`config.mk`:
```
export PLATFORM = sky130hd
export DESIGN_NAME = code_sequencer
export DESIGN_NICKNAME = d
export VERILOG_FILES = /design/src/rtl/code_sequencer.sv
export SDC_FILE = /design/constraint.sdc
export NUM_CORES = 1
export LEC_CHECK = 0
export ABC_CLOCK_PERIOD_IN_PS = 1400
export BUFFER_PORTS_ARGS = -buffer_cell sky130_fd_sc_hd__clkbuf_2
export CORE_AREA = 2 2 75 48
export CTS_CLUSTER_DIAMETER = 30
export DETAILED_ROUTE_END_ITERATION = 10
export DIE_AREA = 0 0 77 50
export GPL_TIMING_DRIVEN = 0
export SETUP_SLACK_MARGIN = 0.02
export SYNTH_ARGS = -nofsm -noshare
export SYNTH_HDL_FRONTEND = slang
export SYNTH_SLANG_ARGS = --single-unit
```
`constraint.sdc`:
```
create_clock -name clk -period 1.4 [get_ports clk]
set_clock_uncertainty 0.05 [all_clocks]
set_input_delay 0.07 -clock clk [delete_from_list [all_inputs] [get_ports clk]]
set_output_delay 0.07 -clock clk [all_outputs]
set_load 0.05 [all_outputs]
```
`src/rtl/code_sequencer.sv`:
```
module code_sequencer #(
  parameter int PAGE_W = 8,
  parameter int LOW_W  = 9,
  localparam int ADDR_W = PAGE_W + 1 + LOW_W
) (
  input  logic              clk,
  input  logic              rst_n,
  input  logic              page_ld,
  input  logic              page_ld_clr,
  input  logic [PAGE_W-1:0] page_d,
  input  logic              flag_ld,
  input  logic              flag_d,
  input  logic              tick,
  input  logic              irq_en,
  output logic [ADDR_W-1:0] code_addr,
  output logic              ph_addr,
  output logic              ph_fetch,
  output logic              ph_bus,
  output logic              ph_write
);

  logic [1:0]        ph;
  logic [PAGE_W-1:0] page;
  logic              flag;
  logic [LOW_W-1:0]  low;
  logic              pend;

  wire last = (ph == 2'd3);

  always_ff @(posedge clk) begin
    if (!rst_n) begin
      ph   <= '0;
      page <= '0;
      flag <= 1'b0;
      low  <= '0;
      pend <= 1'b0;
    end else begin
      ph   <= ph + 2'd1;
      pend <= irq_en & (tick | (pend & ~last));
      if (last) begin
        if (pend) begin
          page <= '0;
          flag <= 1'b0;
          low  <= '0;
        end else begin
          if (page_ld | page_ld_clr) page <= page_d;
          if (flag_ld) flag <= flag_d;
          low <= page_ld_clr ? '0 : low + 1'b1;
        end
      end
    end
  end

  assign code_addr = {page, flag, low};
  assign ph_addr   = (ph == 2'd0);
  assign ph_fetch  = (ph == 2'd1);
  assign ph_bus    = (ph == 2'd2);
  assign ph_write  = last;

endmodule

```
==> impl_results.md <==
* Endpoints failing hold at 0
* CP max stage delay at 0.42 ns
* DRC Markers at 0
* Clock Sinks at 21
* Starting Density at 28.8%
* Worst-Skew Late Latency at 0.26 ns
* Hold crit path type: in2reg
* Area leader, netlist: dfxtp_1
* Origin of the worst setup path: ph[1]$_SDFF_PN0_
* Leak at 0.526 nW
* CP Max Fanout at 4
* Num CTS Buffers at 3
* CP Launch Type: register
* Top post-synthesis cells by area: dfxtp_1 (46%), a21oi_1 (8.2%), ha_1 (6.9%)
* Initial antenna violation count at 0
* Worst path required time at 1.54 ns
* Pwr/cell area at 934 mW/mm²
* Die width at 77 µm
* R2R Path Start: ph[1]$_SDFF_PN0_
* Core area at 0.00316 mm²
* Most frequent cells in the layout: clkbuf_2 (34), a21oi_1 (15), nand2_1 (15)
* Worst path buffer plus inverter count at 0
* Post-DP Area at 0.00118 mm²
* WL final at 2.20 mm
* Area growth syn-to-layout at 41.6%
* Measured slew at the worst slew-check pin at 0.462 ns
* Commonest non-fill, non-tap cell in the layout: clkbuf_2
* Root Driver: clkbuf_8
* Max H-tree Level at 1
* DR pass1 iterations at 4
* Grt total ovfl at 0
* Gr usage total at 11.8%
* Unrepaired setup endpoints after global routing: true
* Vias at 884
* NumNets Final at 172
* Critical path's top delay family: simple AND/OR/NAND/NOR gates
* Mapped cell area at 912 µm²
* Vias in the first global route at 851
* Share of cells above drive strength 1 at 37.3%
* Final clock period utilization by the worst path at 105%
* Syn nets at 126
* Fmax at 679 MHz
* Worst EP arrival at 1.61 ns
* CTS max path bufs at 2
* RD Place Congestion at 0.757
* Largest net degree at the start of global routing at 12
* Rows at 16
* Status: complete, but fails checks
* Die Y at 50 µm
* Placed wire-length estimate at 1.71 mm
* Netlist cell types at 23
* Antenna-violating nets left at 0
* Die area at 0.00385 mm²
* DRT iter0 DRCs at 58
* Seq/Total Area, Yosys at 46.1%
* IO Pins at 38
* Setup violators final at 5
* Total power at 1.21 mW
* Final Max Slew Viols at 0
* Post-synthesis register bit count at 21
* Inserted Diodes at 0
* HP Start: page_d[1]
* Critical path type: reg2reg
* Final instance area at 0.00129 mm²
* Violated checks: setup timing
* Final min period at 1.47 ns
* CTS clk-pin slew, worst paths at 0.08 ns
* Vias per cell at 4.53
* Relative slew slack at 69.2%
* Syn avg cell area at 8.69 µm²
* Crit. End Element: register
* Setup slack after layout at -0.0726 ns
* Critical-path cell list: ha_4, or4b_1, or3_1, a31oi_1
* Post-Syn Instances at 105
* First-pass GRT wire length at 3.71 mm
* Post-synth top area share at 46.1%
* Worst ir drop on vdd at 0.425 mV
* Input/output buffers at 37
* Synth warnings at 0
* CTS tree: built
* Max Cap Viol at 0
* Slowest CP cell: or4b_1
* Wire per inst at 11.3 µm
## state kept, by name, indices dropped and copies added, names as in the netlist
register,cells
ph,2
pend,1
low,9
flag,1
page,8
## final timing paths
check / endpoint / slack, ns / cells past startpoint
min reg2reg: flag$_SDFFE_PN0P_ / 0.40 / 2
max: low[6]$_SDFFE_PN0P_ / -0.07 / 4
max reg2reg: low[6]$_SDFFE_PN0P_ / -0.07 / 4
min: page[1]$_SDFFE_PN0P_ / 0.005 / 3
## cell type report
| cell class | instances | area (µm²) |
|---|---|---|
| buffer | 4 | 20.0 |
| tap | 45 | 56.3 |
| timing repair buffer | 41 | 225 |
| sequential | 21 | 435 |
| fill | 327 | 1870 |
| inverter | 4 | 15.0 |
| multi-input combinational | 76 | 494 |
| clock buffer | 4 | 45.0 |
## timing repair
| action | in CTS | in global routing |
|---|---|---|
| hold endpoints to repair | 1 | 0 |
| hold buffers | 2 | 0 |
| gates resized for setup | 3 | 7 |
| buffers inserted | 2 | 0 |
| pin swaps | 0 | 1 |
| endpoints found under the setup margin | 14 | 17 |
## through the flow
| step | setup slack, ns | utilization (%) | std cells | setup TNS [ns] | hold slack [ns] |
|---|---|---|---|---|---|
| floorplan | -0.152 | - | 105 | -0.445 | 0.137 |
| finish | -0.0726 | 40.8 | 195 | -0.129 | 0.00497 |
| global placement | -0.137 | 37.3 | 187 | -1.16 | 0.243 |
| global route | -0.126 | 40.8 | 195 | -0.649 | 0.00776 |
| CTS | -0.0824 | 40.2 | 195 | -0.0824 | 0.00605 |
| detailed placement | -0.155 | 37.3 | 187 | -1.10 | 0.251 |
## logic make-up after synthesis
logic type      after synthesis  synth area share [%]
xor+xnor                      3                  2.88
compound gates               24                  14.4
buf+inv                       8                  3.84
simple gates                 44                  25.9
fa+ha+maj                     5                  6.86
flops                        21                  46.1
## worst min-delay path: stages
cell and delay, ns:
clkbuf_2 0.08, nand3b_1 0.07, a21oi_1 0.06
## where the power goes
group / total, mW / internal, mW / switching, mW
sequential: 0.624 / 0.611 / 0.0126
clock: 0.390 / 0.202 / 0.188
combinational: 0.193 / 0.0672 / 0.126
total: 1.21 / 0.881 / 0.326
## cells in the mapped netlist
master and instances:
a21oi_1 15, a31oi_1 1, and2_1 1, buf_2 1
buf_4 1, clkbuf_1 2, dfxtp_1 21, ha_1 5
inv_1 4, nand2_1 15, nand3_1 2, nand3b_1 8
nand4_1 4, nand4b_1 1, nor2_1 7, nor4b_1 1
o211ai_1 1, o21ai_0 5, o31a_2 1, o31ai_1 1
or3_1 4, or4b_1 1, xor2_1 3
## routing by layer
| layer | wire (µm) | GRT usage, % | up-vias |
|---|---|---|---|
| li1 | - | - | 459 |
| met1 | 1020 | 14.1 | 408 |
| met2 | 1080 | 21.1 | 13 |
| met3 | 69 | 2.56 | 4 |
| met5 | 0 | 0 | - |
| met4 | 31 | 4.17 | 0 |
No activity file was read; power rests on OpenSTA's default activity.
